===== src/rtl/fsr_pkg.sv =====
// Package: shared constants, decoder states and the status byte layout
// for the serial flash status responder.
package fsr_pkg;

    localparam int STAT_W = 8;

    typedef enum logic [1:0] {
        RX_OPCODE = 2'd0,
        RX_STREAM = 2'd1,
        RX_IGNORE = 2'd2
    } rx_state_e;

    // Lays out the status byte: ready, compare result, density, protection, page size.
    function automatic logic [STAT_W-1:0] pack_status(
        input logic       busy,
        input logic       mismatch,
        input logic [3:0] density,
        input logic       prot,
        input logic       pow2
    );
        return {~busy, mismatch, density, prot, pow2};
    endfunction

endpackage


===== src/rtl/fsr_pin_sync.sv =====
// Module: fsr_pin_sync
// Brings a vector of asynchronous pins into the clk domain through a
// chain of STAGES flip-flops per bit.
// Assumes: each pin is slow enough relative to clk that a latency of
// STAGES cycles is acceptable, and that bits need no mutual coherence.
module fsr_pin_sync #(
    parameter int               WIDTH   = 3,
    parameter int               STAGES  = 2,
    parameter logic [WIDTH-1:0] RST_VAL = '0
) (
    input  logic             clk,
    input  logic             rst_n,
    input  logic [WIDTH-1:0] async_in,
    output logic [WIDTH-1:0] sync_out
);

    logic [WIDTH-1:0] chain [STAGES];

    // First stage: capture the raw pins.
    always_ff @(posedge clk) begin
        if (!rst_n) chain[0] <= RST_VAL;
        else        chain[0] <= async_in;
    end

    genvar g;
    generate
        for (g = 1; g < STAGES; g++) begin : g_stage
            // Later stages: pass the value one flop further along.
            always_ff @(posedge clk) begin
                if (!rst_n) chain[g] <= RST_VAL;
                else        chain[g] <= chain[g-1];
            end
        end
    endgenerate

    assign sync_out = chain[STAGES-1];

endmodule


===== src/rtl/fsr_edge_det.sv =====
// Module: fsr_edge_det
// Gives single-cycle rise and fall pulses for a synchronised level.
// Assumes: the level is already in the clk domain. RST_VAL matches the
// idle level of the pin, so reset makes no false edge.
module fsr_edge_det #(
    parameter logic RST_VAL = 1'b0
) (
    input  logic clk,
    input  logic rst_n,
    input  logic level,
    output logic rise,
    output logic fall
);

    logic prev;

    // Keep last cycle's level for comparison.
    always_ff @(posedge clk) begin
        if (!rst_n) prev <= RST_VAL;
        else        prev <= level;
    end

    assign rise = level & ~prev;
    assign fall = ~level & prev;

endmodule


===== src/rtl/fsr_cmd_rx.sv =====
// Module: fsr_cmd_rx
// Shifts in the opcode on SCK rising edges and decides whether the
// transaction is a status read (stream) or anything else (ignore).
// Assumes: cs_act is synchronised. Releasing chip select returns the
// decoder to opcode reception with an empty bit counter.
module fsr_cmd_rx
    import fsr_pkg::*;
#(
    parameter int               OPC_W  = 8,
    parameter logic [OPC_W-1:0] OPCODE = 8'hD7
) (
    input  logic clk,
    input  logic rst_n,
    input  logic cs_act,
    input  logic sck_rise,
    input  logic mosi,
    output logic stream
);

    localparam int CNT_W = (OPC_W > 1) ? $clog2(OPC_W) : 1;
    localparam logic [CNT_W-1:0] LAST_BIT = CNT_W'(OPC_W - 1);

    rx_state_e        state;
    logic [OPC_W-2:0] shreg;
    logic [CNT_W-1:0] cnt;
    logic [OPC_W-1:0] word_next;

    assign word_next = {shreg, mosi};

    // Opcode shifter, bit counter and decision state.
    always_ff @(posedge clk) begin
        if (!rst_n || !cs_act) begin
            state <= RX_OPCODE;
            shreg <= '0;
            cnt   <= '0;
        end else if (sck_rise && state == RX_OPCODE) begin
            shreg <= word_next[OPC_W-2:0];
            if (cnt == LAST_BIT) begin
                cnt   <= '0;
                state <= (word_next == OPCODE) ? RX_STREAM : RX_IGNORE;
            end else begin
                cnt <= cnt + 1'b1;
            end
        end
    end

    assign stream = (state == RX_STREAM);

endmodule


===== src/rtl/fsr_stat_tx.sv =====
// Module: fsr_stat_tx
// Drives the status byte on MISO, one bit per SCK falling edge, MSB
// first. It takes a fresh snapshot of the status at the start of every byte.
// Assumes: status_now is in the clk domain. stream stays high for the
// rest of the transaction once set.
module fsr_stat_tx #(
    parameter int STAT_W = 8
) (
    input  logic              clk,
    input  logic              rst_n,
    input  logic              cs_act,
    input  logic              stream,
    input  logic              sck_fall,
    input  logic [STAT_W-1:0] status_now,
    output logic              miso,
    output logic              miso_oe
);

    localparam int IDX_W = (STAT_W > 1) ? $clog2(STAT_W) : 1;
    localparam logic [IDX_W-1:0] LAST_IDX = IDX_W'(STAT_W - 1);

    logic [STAT_W-1:0] shreg;
    logic [IDX_W-1:0]  idx;

    // Output shifter: load a snapshot at bit 0, otherwise shift out.
    always_ff @(posedge clk) begin
        if (!rst_n) begin
            shreg   <= '0;
            idx     <= '0;
            miso    <= 1'b0;
            miso_oe <= 1'b0;
        end else if (!cs_act) begin
            idx     <= '0;
            miso_oe <= 1'b0;
        end else if (stream && sck_fall) begin
            miso_oe <= 1'b1;
            if (idx == '0) begin
                miso  <= status_now[STAT_W-1];
                shreg <= status_now << 1;
            end else begin
                miso  <= shreg[STAT_W-1];
                shreg <= shreg << 1;
            end
            idx <= (idx == LAST_IDX) ? '0 : idx + 1'b1;
        end
    end

endmodule


===== src/rtl/flash_status_responder.sv =====
// Module: flash_status_responder (top)
// Device-side responder for the status-read command of a serial flash.
// It synchronises the serial pins, decodes the opcode and streams the live
// status byte for as long as chip select stays low.
// Assumes: SCK half-period exceeds SYNC_STAGES+2 clk cycles; status inputs
// are synchronous to clk.
module flash_status_responder #(
    parameter int         SYNC_STAGES  = 2,
    parameter int         OPC_W        = 8,
    parameter logic [7:0] STATUS_OPC   = 8'hD7,
    parameter logic [3:0] DENSITY_CODE = 4'b0101
) (
    input  logic clk,
    input  logic rst_n,
    input  logic spi_sck,
    input  logic spi_cs_n,
    input  logic spi_mosi,
    output logic spi_miso,
    output logic spi_miso_oe,
    input  logic dev_busy,
    input  logic cmp_mismatch,
    input  logic prot_on,
    input  logic page_pow2
);

    import fsr_pkg::*;

    localparam int PIN_W = 3;
    localparam logic [PIN_W-1:0] PIN_IDLE = 3'b100; // {cs_n, sck, mosi}

    logic [PIN_W-1:0]  pins_s;
    logic              cs_act;
    logic              sck_rise;
    logic              sck_fall;
    logic              stream;
    logic [STAT_W-1:0] status_now;

    fsr_pin_sync #(
        .WIDTH  (PIN_W),
        .STAGES (SYNC_STAGES),
        .RST_VAL(PIN_IDLE)
    ) u_sync (
        .clk     (clk),
        .rst_n   (rst_n),
        .async_in({spi_cs_n, spi_sck, spi_mosi}),
        .sync_out(pins_s)
    );

    assign cs_act = ~pins_s[2];

    fsr_edge_det #(.RST_VAL(1'b0)) u_sck_edge (
        .clk  (clk),
        .rst_n(rst_n),
        .level(pins_s[1]),
        .rise (sck_rise),
        .fall (sck_fall)
    );

    fsr_cmd_rx #(
        .OPC_W (OPC_W),
        .OPCODE(STATUS_OPC[OPC_W-1:0])
    ) u_rx (
        .clk     (clk),
        .rst_n   (rst_n),
        .cs_act  (cs_act),
        .sck_rise(sck_rise),
        .mosi    (pins_s[0]),
        .stream  (stream)
    );

    assign status_now = pack_status(dev_busy, cmp_mismatch, DENSITY_CODE,
                                    prot_on, page_pow2);

    fsr_stat_tx #(.STAT_W(STAT_W)) u_tx (
        .clk       (clk),
        .rst_n     (rst_n),
        .cs_act    (cs_act),
        .stream    (stream),
        .sck_fall  (sck_fall),
        .status_now(status_now),
        .miso      (spi_miso),
        .miso_oe   (spi_miso_oe)
    );

endmodule


===== config.mk =====
export PLATFORM = sky130hd
export DESIGN_NAME = flash_status_responder
export DESIGN_NICKNAME = d
export VERILOG_FILES = /design/src/rtl/fsr_pkg.sv /design/src/rtl/fsr_pin_sync.sv /design/src/rtl/fsr_edge_det.sv /design/src/rtl/fsr_cmd_rx.sv /design/src/rtl/fsr_stat_tx.sv /design/src/rtl/flash_status_responder.sv
export SDC_FILE = /design/constraint.sdc
export NUM_CORES = 1
export LEC_CHECK = 0
export ABC_AREA = 1
export ABC_CLOCK_PERIOD_IN_PS = 2900
export BUFFER_PORTS_ARGS = -buffer_cell sky130_fd_sc_hd__buf_2
export CAP_MARGIN = 20
export CORE_MARGIN = 2
export CORE_UTILIZATION = 28
export CTS_BUF_LIST = sky130_fd_sc_hd__clkbuf_8 sky130_fd_sc_hd__clkbuf_16
export DETAILED_ROUTE_END_ITERATION = 12
export GPL_TIMING_DRIVEN = 1
export SYNTH_ARGS = -nofsm -noshare
export SYNTH_HDL_FRONTEND = slang
export SYNTH_SLANG_ARGS = --single-unit

===== constraint.sdc =====
create_clock -name clk -period 2.9 [get_ports clk]
set_input_delay 0.29 -clock clk [delete_from_list [all_inputs] [get_ports clk]]
set_output_delay 0.29 -clock clk [all_outputs]
set_load 0.1 [all_outputs]

Word level (Yosys, flattened, before mapping)
Memories as Yosys holds them, arrays and structs flattened. Cells that the tools add are included.

RAM bits: 6. Input port bits: 9. Register bits: 26. Word-level logic and storage cells: 42. Memories kept: 1.

Memory list: u_sync.chain (words 2, bits a word 3, rd ports 2, clocked after memory_dff 0, write ports 2, line fsr_pin_sync.sv:17) `logic [WIDTH-1:0] chain [STAGES];`.

Bitwise gates (word level): 9. Muxes and demuxes: 9. Eq/ne operators: 4. Reduce and logical (&&, ||, !) cells: 9. $add $sub $neg: 2.

Operators with widths (number): 3-bit 2-to-1 mux (4); 8-bit equality test (second input constant) (1); 8-bit 2-to-1 mux (1); 3-bit by 1-bit adder with 3-bit output (second input constant) (2); 3-bit equality test (second input constant) (2); 1-bit inverter (5); 2-bit AND reduction (2); 3-bit logical NOT (1); 1-bit 2-to-1 mux (3); 1-bit AND (2); 2-bit by 1-bit equality test with 1-bit output (second input constant) (1); 1-bit logical AND (2); 2-bit logical NOT (1); 2-bit 2-to-1 mux (1); 1-bit bitwise OR (2); 2-bit OR reduction (1); 1-bit logical NOT (1); 1-bit logical OR (1).

Longest topological paths before layout
Gate-level depths: netlist of run 1. An unclocked memory read counts as a cell.

Word-level depth: 5. Gate-level depth with buffers: 8. Depth with buffers taken out: 8.

By module
From an unflattened synthesis of run 1, not the netlist that was laid out.

Cell total of the unflattened synthesis: 196. Area total of the unflattened synthesis: 1405.1 sq um.

By module, submodules not included: fsr_stat_tx (area each 633.1 sq um, sequential area each 240.2 sq um, cells an instance 93, times used 1); fsr_cmd_rx (area each 546.8 sq um, sequential area each 240.2 sq um, cells an instance 74, times used 1); fsr_pin_sync (area each 165.2 sq um, sequential area each 120.1 sq um, cells an instance 18, times used 1); fsr_edge_det (area each 45.0 sq um, sequential area each 20.0 sq um, cells an instance 7, times used 1); flash_status_responder (area each 15.0 sq um, sequential area each 0.0 sq um, cells an instance 4, times used 1).

Least setup slack after synthesis of run 1
No wires, ideal clock.

Path type: register to register. Start: register, netlist name u_tx.miso. End: register u_tx.miso. Data arrival time: 1207 ps. Period minus slack after synthesis: 1271 ps. Slack: 1629 ps. Path buffers: 0. Cell stages (with the launch flop): 5. Cell sequence: dfxtp_1 inv_1 nand2_1 nand2_1 nor2_1.

RTL lines: end signal: assignment (line fsr_stat_tx.sv:38) `miso <= status_now[STAT_W-1];`; end signal: assignment (line fsr_stat_tx.sv:41) `miso <= shreg[STAT_W-1];`; end: declaration (line fsr_stat_tx.sv:15) `output logic miso,`.

Worst setup path after layout of run 1
Start: register u_tx.miso_oe. End: output port spi_miso_oe.

RTL lines: start: declaration (line fsr_stat_tx.sv:16) `output logic miso_oe`; start signal: assignment (line fsr_stat_tx.sv:31) `miso_oe <= 1'b0;`; start signal: assignment (line fsr_stat_tx.sv:34) `miso_oe <= 1'b0;`; start signal: assignment (line fsr_stat_tx.sv:36) `miso_oe <= 1'b1;`; end: declaration (line flash_status_responder.sv:19) `output logic spi_miso_oe,`.

No word-level cell between the ends.

==> flow_metrics.py, run 1 <==
metrics = {
    "finish": {
        "syn_to_final_growth_pct": 13.3,
        "multiInputGateArea_um2": 553,
        "antennaDiodeCount": 0,
        "stdcell_area_um2": 1490,
        "drive_above_1_share_pct": 15.7,
        "layout_commonest_cell": "nand2_1",
        "seqCellArea_um2": 621,
        "fin_nets": 205,
        "final_core_util_pct": 33.6,
        "nFillCells": 472,
        "final_cell_count_no_fill": 243,
        "mostFrequentLayoutCells": "nand2_1 (40), dfxtp_1 (31), inv_1 (29)",
    },
    "floorplan": {
        "die_x_um": 72.6,
        "initial_core_util_pct": 29.6,
        "rows": 24,
        "die_h_um": 72.6,
        "ios": 11,
        "coreArea_um2": 4440,
        "dieArea_um2": 5270,
    },
    "setup_path": {
        "r2r_slack_ps": 1610,
        "cp_top_family": "buffers and inverters",
        "reg2reg_to": "u_tx.shreg[2]",
        "r2r_cells": 8,
        "r2r_start": "u_tx.idx[0]",
        "path_buf_inv": 1,
        "cp-end-kind": "primary output",
        "startpoint_type": "flip-flop",
        "arrival_ps": 1030,
        "critPathMaxFanout": 2,
        "crit_required_ps": 2610,
        "crit_chain": "buf_2",
        "timing.critical_path.from": "u_tx.miso_oe",
        "endpoint": "spi_miso_oe",
        "path_depth": 1,
        "crit_type": "flip-flop to primary output",
        "slowest_delay_ps": 420,
        "cpMaxStageDelayCell": "buf_2",
    },
    "routing": {
        "dr.pass1.iters": 4,
        "drc": 0,
        "ant_nets": 0,
        "viasPerCell": 4.14,
        "drt-initial-drc-count": 57,
        "dr_total_vias": 1006,
        "routedWlPerCell_um": 8.87,
        "drt_wl_total_mm": 2.16,
    },
    "timing": {
        "rsz0062_at_grt": "no",
        "worst_pin_slew_ps": 486,
        "finalSetupViolations": 0,
        "maxSlewViolCount": 0,
        "finalWorstSetupSlack_ps": 1580,
        "min_period_ps": 1320,
        "hold_viol": 0,
        "fin_crit_sh_pct": 45.6,
        "slew_headroom_pct": 67.8,
        "whs_ps": 198,
        "fin_skew_ps": 7.43,
        "fmax_mhz": 757,
        "tns_ps": 0,
    },
    "clocking": {
        "clock_path_buffers": 2,
        "cts_tree": "built",
        "h-tree-depth": 2,
        "cts_resized": 0,
        "holdBufCountCts": 0,
        "clk_pin_slew_ps": 70,
        "clockRootBuffer": "clkbuf_8",
        "postCtsSetupRepairBufs": 0,
        "cts_sinks": 31,
        "clk_latency_ps": 280,
        "numCtsBuffers": 5,
    },
    "placed_design": {
        "routabilityCongestion": 0.731,
        "preCtsSetupSlack_ps": 1600,
        "dp_hpwl_mm": 1.54,
        "placed_area_um2": 1410,
        "port_buffers": 10,
        "place_inst": 236,
    },
    "yosys": {
        "syn_inst": 177,
        "yosys.area.top_type": "dfxtp_1",
        "ys_seq_elements": 31,
        "ys_seq_area_share_pct": 47.1,
        "synth.top_cell.area_share_pct": 47.1,
        "syn-num-nets": 191,
        "yosys_warnings": 0,
        "syn_area_um2": 1320,
        "yosys-top-cells-area": "dfxtp_1 (47%), nand2_1 (11%), inv_1 (8.3%), a21oi_1 (7.2%), nor2_1 (5.4%)",
        "avgSynthCellArea_um2": 7.44,
        "yosysUniqueCellTypes": 18,
    },
    "grt": {
        "grt_use_total_pct": 9.94,
        "antenna_found_initial": 0,
        "grt_max_degree": 17,
        "overflow": 0,
        "grt_pass1_wl_mm": 4.04,
        "first_global_vias": 928,
    },
    "power": {
        "power.share.sequential_pct": 55.0,
        "power_density_nw_per_um2": 528,
        "p_clk_share_pct": 42.1,
        "swShare_pct": 20.7,
        "p_leak_nw": 0.668,
        "ir_worst_vdd_mv": 0.298,
        "net-switching-power_mw": 0.163,
        "p_int_mw": 0.625,
        "power_mw": 0.788,
        "power_frac_comb_pct": 3.0,
    },
    "job": {
        "max_cap_violations": 0,
    },
    "run_status": {
        "status": "finished clean",
    },
    "min_path": {
        "hold_path_depth": 3,
        "hold_class": "input pin to flip-flop",
    },
}
[kinds of logic (layout without fill, tap and decap cells)]
group,after synthesis,count (layout),share of synthesized area (%)
compound gates,29,29,11.2
fa+ha+maj,5,5,4.75
buf+inv,34,48,10.9
flops,31,31,47.1
simple gates,78,78,26.0
[power groups by stage]
stage | registers (mW) | logic, mW | clock network (mW)
after floorplan | 0.442 | 0.0160 | 0
after global placement | 0.442 | 0.0236 | 0
after detailed placement | 0.442 | 0.0241 | 0
after CTS | 0.433 | 0.0242 | 0.346
after global routing | 0.433 | 0.0271 | 0.368
final | 0.433 | 0.0233 | 0.332
[area by class of cell]
type                       count  area share [%]
inverter                      31            7.80
tap                           52            4.36
sequential                    31            41.6
clock inverter                 1           0.335
clock buffer                   6            5.53
timing repair buffer          10            3.35
multi-input combinational    112            37.0
[sequential cells by signal, summed over array words and instances, names as in the netlist]
name / count
u_tx.shreg: 7
u_sync.chain: 6
u_tx.idx: 3
u_rx.state: 2
u_rx.shreg: 7
u_tx.miso: 1
u_rx.cnt: 3
u_tx.miso_oe: 1
u_sck_edge.prev: 1
[worst min-delay path by stage]
stage          slack, ps            endpoint          startpoint
6_report             200  u_sync.chain[0][1]             spi_sck
5_1_grt              190  u_sync.chain[0][1]             spi_sck
3_5_place_dp         400  u_sync.chain[1][2]  u_sync.chain[0][2]
3_3_place_gp         390  u_sync.chain[1][1]  u_sync.chain[0][1]
2_1_floorplan        390  u_sync.chain[0][0]            spi_mosi
4_1_cts              190  u_sync.chain[0][1]             spi_sck
[layer usage]
metal  track usage, %  part of all wire [%]  vias up
li1                 -                     -      566
met1             13.0                    53      422
met2             14.2                    41       14
met3             2.90                   3.6        4
met4             6.17                   2.0        0
met5                0                     0        -
[worst min-delay path: cells and delay by family]
| kind | cells | cell delay, ps |
|---|---|---|
| and+or+nand+nor | 1 | 40 |
| buffers and inverters | 2 | 110 |
[Yosys cell counts, drive strengths merged]
| cell type | number |
|---|---|
| a21oi | 19 |
| dfxtp | 31 |
| nand2 | 43 |
| ha | 5 |
| o21ai | 9 |
| nor2 | 24 |
| o21a | 1 |
| buf | 3 |
| inv | 31 |
| or2 | 3 |
| nand4 | 1 |
| nand3 | 7 |
Power figures use the tool's default switching activity.
==> run 2, diff against run 1 <==
Settings changed: ABC_CLOCK_PERIOD_IN_PS 2900 to 1100.
Clock period 2.9 ns to 1.1 ns, I/O delays scaled along.
==> run 2 against run 1 <==
Hold slack worse by 130 ps; global-route usage grew 1.4 points; critical path depth is 3 higher; sequential power grew to 2.6 times the previous value; clock power increased to 3.5 times the previous value; via count grew 9.0%; design area rose by 22%; sequential share of layout area down 6.8 points; power rose to 3.0 times the previous value; largest power group is now clock.
==> flow_metrics.py, run 2 (synthesis gave the netlist of run 1 again) <==
metrics = {
    "run_status": {
        "status": "finished clean",
    },
    "setup_path": {
        "crit_required_ps": 1310,
        "slowest_delay_ps": 330,
        "crit_type": "flip-flop to flip-flop",
        "r2r_slack_ps": 5,
        "cpMaxStageDelayCell": "dfxtp_2",
        "arrival_ps": 1310,
        "startpoint_type": "flip-flop",
        "crit_chain": "ha_2 -> ha_2 -> or2_0 -> a21oi_1",
        "cp-end-kind": "flip-flop",
        "crit_top_cell": "ha_2",
        "critPathMaxFanout": 2,
        "r2r_cells": 4,
    },
    "timing": {
        "worst_pin_slew_ps": 258,
        "fin_skew_ps": 10.7,
        "fin_crit_sh_pct": 99.6,
        "tns_ps": 0,
        "finalSetupViolations": 0,
        "hold_viol": 0,
        "fmax_mhz": 913,
        "min_period_ps": 1100,
        "whs_ps": 72.2,
        "maxSlewViolCount": 0,
        "slew_headroom_pct": 82.6,
        "rsz0062_at_grt": "yes",
    },
    "clocking": {
        "numCtsBuffers": 5,
        "h-tree-depth": 2,
        "clk_latency_ps": 290,
        "clk_pin_slew_ps": 60,
        "clock_path_buffers": 2,
        "cts_sinks": 31,
        "clockRootBuffer": "clkbuf_8",
        "cts_tree": "built",
    },
    "finish": {
        "mostFrequentLayoutCells": "nand2_1 (38), inv_1 (26), dfxtp_1 (22)",
        "final_core_util_pct": 41.0,
        "reg_top3": "u_rx.shreg (7), u_tx.shreg (7), u_sync.chain (6)",
        "drive_above_1_share_pct": 34.8,
        "fin_nets": 223,
        "multiInputGateArea_um2": 647,
        "antennaDiodeCount": 0,
        "syn_to_final_growth_pct": 38.3,
        "final_cell_count_no_fill": 262,
        "seqCellArea_um2": 634,
        "nFillCells": 440,
        "layout_commonest_cell": "nand2_1",
    },
    "grt": {
        "first_global_vias": 1141,
        "overflow": 0,
        "grt_use_total_pct": 11.4,
        "antenna_found_initial": 0,
        "grt_max_degree": 17,
        "grt_pass1_wl_mm": 4.55,
    },
    "routing": {
        "routedWlPerCell_um": 9.78,
        "viasPerCell": 4.19,
        "ant_nets": 0,
        "drt_wl_total_mm": 2.56,
        "drt-initial-drc-count": 32,
        "dr.pass1.iters": 4,
        "drc": 0,
        "dr_total_vias": 1097,
    },
    "min_path": {
        "hold_path_depth": 3,
        "hold_class": "input pin to flip-flop",
    },
    "floorplan": {
        "coreArea_um2": 4440,
        "rows": 24,
        "die_x_um": 72.6,
        "die_h_um": 72.6,
        "ios": 11,
        "dieArea_um2": 5270,
        "initial_core_util_pct": 29.6,
    },
    "power": {
        "ir_worst_vdd_mv": 0.691,
        "p_leak_nw": 0.784,
        "power_density_nw_per_um2": 1310,
    },
    "placed_design": {
        "place_inst": 245,
        "dp_hpwl_mm": 1.56,
        "port_buffers": 10,
        "routabilityCongestion": 0.760,
    },
    "job": {
        "max_cap_violations": 0,
    },
}
-- run 2: stage by stage --
stage / cell area, µm² / power [mW] / setup slack (ps)
after floorplan: 1320 / 1.21 / 17.8
after global placement: 1520 / 1.24 / -47.0
after detailed placement: 1520 / 1.24 / -76.3
after CTS: 1690 / 2.42 / -25.5
after global routing: 1820 / 2.49 / -85.1
final: 1820 / 2.39 / 4.67
-- run 2: cell type report --
class | instances | area share, %
repair buffers | 28 | 13.1
inverters | 31 | 6.52
well taps | 52 | 3.57
clock buffers | 6 | 4.53
multi-input cells | 112 | 35.5
clock inverters | 2 | 1.92
flip-flops and latches | 31 | 34.8
-- run 2: critical path, delay by kind of cell, from the launching register on --
kind	cells	cell delay, ps
DFF	1	330
AOI/OAI and AO/OA	1	150
and+or+nand+nor	1	200
adders and majority gates	2	340
-- run 2: power breakdown --
group	total [mW]	internal (mW)	switching, mW
Clock	1.16	0.732	0.426
Combinational	0.0914	0.0452	0.0463
Sequential	1.14	1.13	0.00711
-- run 2: metal layers --
metal / track usage, % / vias to the layer above / routed length (µm)
met5: 0 / - / 0
met4: 6.79 / 0 / 59
met3: 4.97 / 5 / 87
met2: 17.7 / 11 / 1230
met1: 12.8 / 472 / 1190
li1: - / 609 / -
-- run 2: path summary, 6_finish.rpt --
check,startpoint,endpoint
setup / recovery,u_tx.idx[0],u_tx.idx[0]
hold / removal,page_pow2,u_tx.shreg[1]
setup reg to reg,u_tx.idx[0],u_tx.idx[0]
hold reg to reg,u_sync.chain[0][0],u_sync.chain[1][0]
-- run 2: what timing repair did --
item                                   in CTS  in global routing
setup endpoints to repair                   6                 20
pin swaps                                   1                 18
endpoints found under the hold margin       3                  0
hold buffers                                3                  0
buffers inserted                            2                  5
resized for setup                           6                 31
==> run 3, diff against run 2 <==
Settings changed: REMOVE_ABC_BUFFERS from default to 1.
==> run 3 against run 2 <==
Largest cell class unchanged; sequential cell count unchanged; global-route usage shrank 0.87 points; setup slack improved by 31 ps; count of clock-buffer cells in the layout is 1 lower; via count increased by 1.2%; first-iteration DRC count increased by 59%; wire length is 2.8% lower; power decreased by 14%; combinational power about the same.
==> flow_metrics.py, run 3 (synthesis gave the netlist of run 1 again) <==
metrics = {
    "run_status": {
        "status": "finished clean",
    },
    "timing": {
        "hold_viol": 0,
        "worst_pin_slew_ps": 213,
        "maxSlewViolCount": 0,
        "fin_crit_sh_pct": 96.8,
        "finalSetupViolations": 0,
        "min_period_ps": 1060,
        "slew_headroom_pct": 85.8,
        "rsz0062_at_grt": "yes",
        "fmax_mhz": 939,
        "fin_skew_ps": 7.65,
    },
    "routing": {
        "drt-initial-drc-count": 51,
        "ant_nets": 0,
        "drc": 0,
        "routedWlPerCell_um": 9.58,
        "drt_wl_total_mm": 2.49,
        "viasPerCell": 4.27,
        "dr.pass1.iters": 4,
        "dr_total_vias": 1110,
    },
    "power": {
        "power_density_nw_per_um2": 1160,
        "ir_worst_vdd_mv": 0.651,
        "p_leak_nw": 0.755,
    },
    "clocking": {
        "clk_latency_ps": 280,
        "clk_pin_slew_ps": 60,
        "clock_path_buffers": 2,
        "cts_tree": "built",
        "h-tree-depth": 2,
        "clockRootBuffer": "clkbuf_8",
        "numCtsBuffers": 5,
        "cts_sinks": 31,
    },
    "finish": {
        "mostFrequentLayoutCells": "nand2_1 (36), inv_1 (27), dfxtp_1 (25)",
        "antennaDiodeCount": 0,
        "layout_commonest_cell": "nand2_1",
        "final_cell_count_no_fill": 260,
        "nFillCells": 465,
        "syn_to_final_growth_pct": 34.4,
        "reg_top3": "u_rx.shreg (7), u_tx.shreg (7), u_sync.chain (6)",
        "stdcell_area_um2": 1770,
        "drive_above_1_share_pct": 34.1,
        "fin_nets": 221,
    },
    "setup_path": {
        "critPathMaxFanout": 2,
        "startpoint_type": "flip-flop",
        "cp_top_family": "flip-flops",
        "cp-end-kind": "flip-flop",
        "crit_required_ps": 1310,
        "crit_chain": "ha_4 -> ha_2 -> inv_1 -> nor2_4 -> nand2_2 -> a21oi_2",
        "path_buf_inv": 1,
        "arrival_ps": 1270,
        "crit_type": "flip-flop to flip-flop",
        "cpMaxStageDelayCell": "dfxtp_2",
        "slowest_delay_ps": 360,
    },
    "placed_design": {
        "placed_area_um2": 1510,
        "routabilityCongestion": 0.766,
        "place_inst": 244,
        "dp_hpwl_mm": 1.67,
        "port_buffers": 10,
    },
    "grt": {
        "grt_pass1_wl_mm": 4.25,
        "overflow": 0,
        "grt_max_degree": 17,
        "antenna_found_initial": 0,
        "grt_use_total_pct": 10.5,
        "first_global_vias": 1048,
    },
    "job": {
        "max_cap_violations": 0,
    },
    "floorplan": {
        "die_x_um": 72.6,
        "rows": 24,
        "dieArea_um2": 5270,
        "coreArea_um2": 4440,
        "ios": 11,
        "die_h_um": 72.6,
        "initial_core_util_pct": 29.6,
    },
    "min_path": {
        "hold_class": "input pin to flip-flop",
    },
}
## run 3: changes by cell type in the layout (fill, tap and decap cells not counted), sizes merged
cell	previous run	this run
bufinv	1	0
nand2	43	44
clkbuf	6	5
inv	31	33
dlygate4sd3	3	0
## run 3: routing by layer
metal  vias up  global-route usage, %  wire [µm]
li1        605                      -          -
met1       483                   12.1       1170
met2        16                   16.7       1160
met3         6                   4.14        103
met4         0                   5.56         51
met5         -                      0          0
## run 3: through the flow
stage                     setup WS [ps]  util, %  total power [mW]  TNS, ps  hold WS [ps]
after floorplan                    -177        -              1.20     -368           203
after global placement             -104     33.9              1.24     -255           292
after detailed placement           -168     33.9              1.24     -574           295
after CTS                         -23.0     36.7              2.07    -64.2          4.12
after global routing              -13.7     39.8              2.14    -34.9          13.8
final                              35.6     39.8              2.05        0          13.7
## run 3: worst reg2reg max path, delay by kind of cell, from the launching register on
| family | cells | cell delay, ps |
|---|---|---|
| AOI/OAI and AO/OA | 1 | 120 |
| DFF | 1 | 360 |
| adders and majority gates | 2 | 300 |
| and+or+nand+nor | 2 | 160 |
| buffers and inverters | 1 | 60 |
## run 3: timing repair
action                     4_1_cts  5_1_grt
hold buffers                     0        0
gates cloned                     0        1
setup buffers                    3        4
pin swaps                        3       14
gates resized for setup         10       31
setup endpoints to repair       10       20
## run 3: path summary, 6_finish.rpt
path | from | endpoint | slack, ps | depth (start not counted)
max reg2reg | u_rx.cnt[0] | u_rx.state[1] | 40 | 6
max | u_rx.cnt[0] | u_rx.state[1] | 40 | 6
min reg2reg | u_sync.chain[0][1] | u_sync.chain[1][1] | 400 | 2
min | spi_cs_n | u_sync.chain[0][2] | 10 | 2
## run 3: area by class of cell
cell class                 instances  area (µm²)  area share [%]
clock buffer                       5        68.8            3.89
inverter                          31         119            6.71
clock inverter                     3        12.5           0.707
timing repair buffer              25         209            11.8
multi-input combinational        113         666            37.6
tap                               52        65.1            3.67
sequential                        31         631            35.6
## run 3: power breakdown
group	internal [mW]	switching (mW)	leakage (nW)	total, mW
combinational	0.0428	0.0490	0.451	0.0917
clock	0.424	0.391	0.0505	0.815
sequential	1.13	0.00735	0.254	1.14
total	1.60	0.447	0.755	2.05
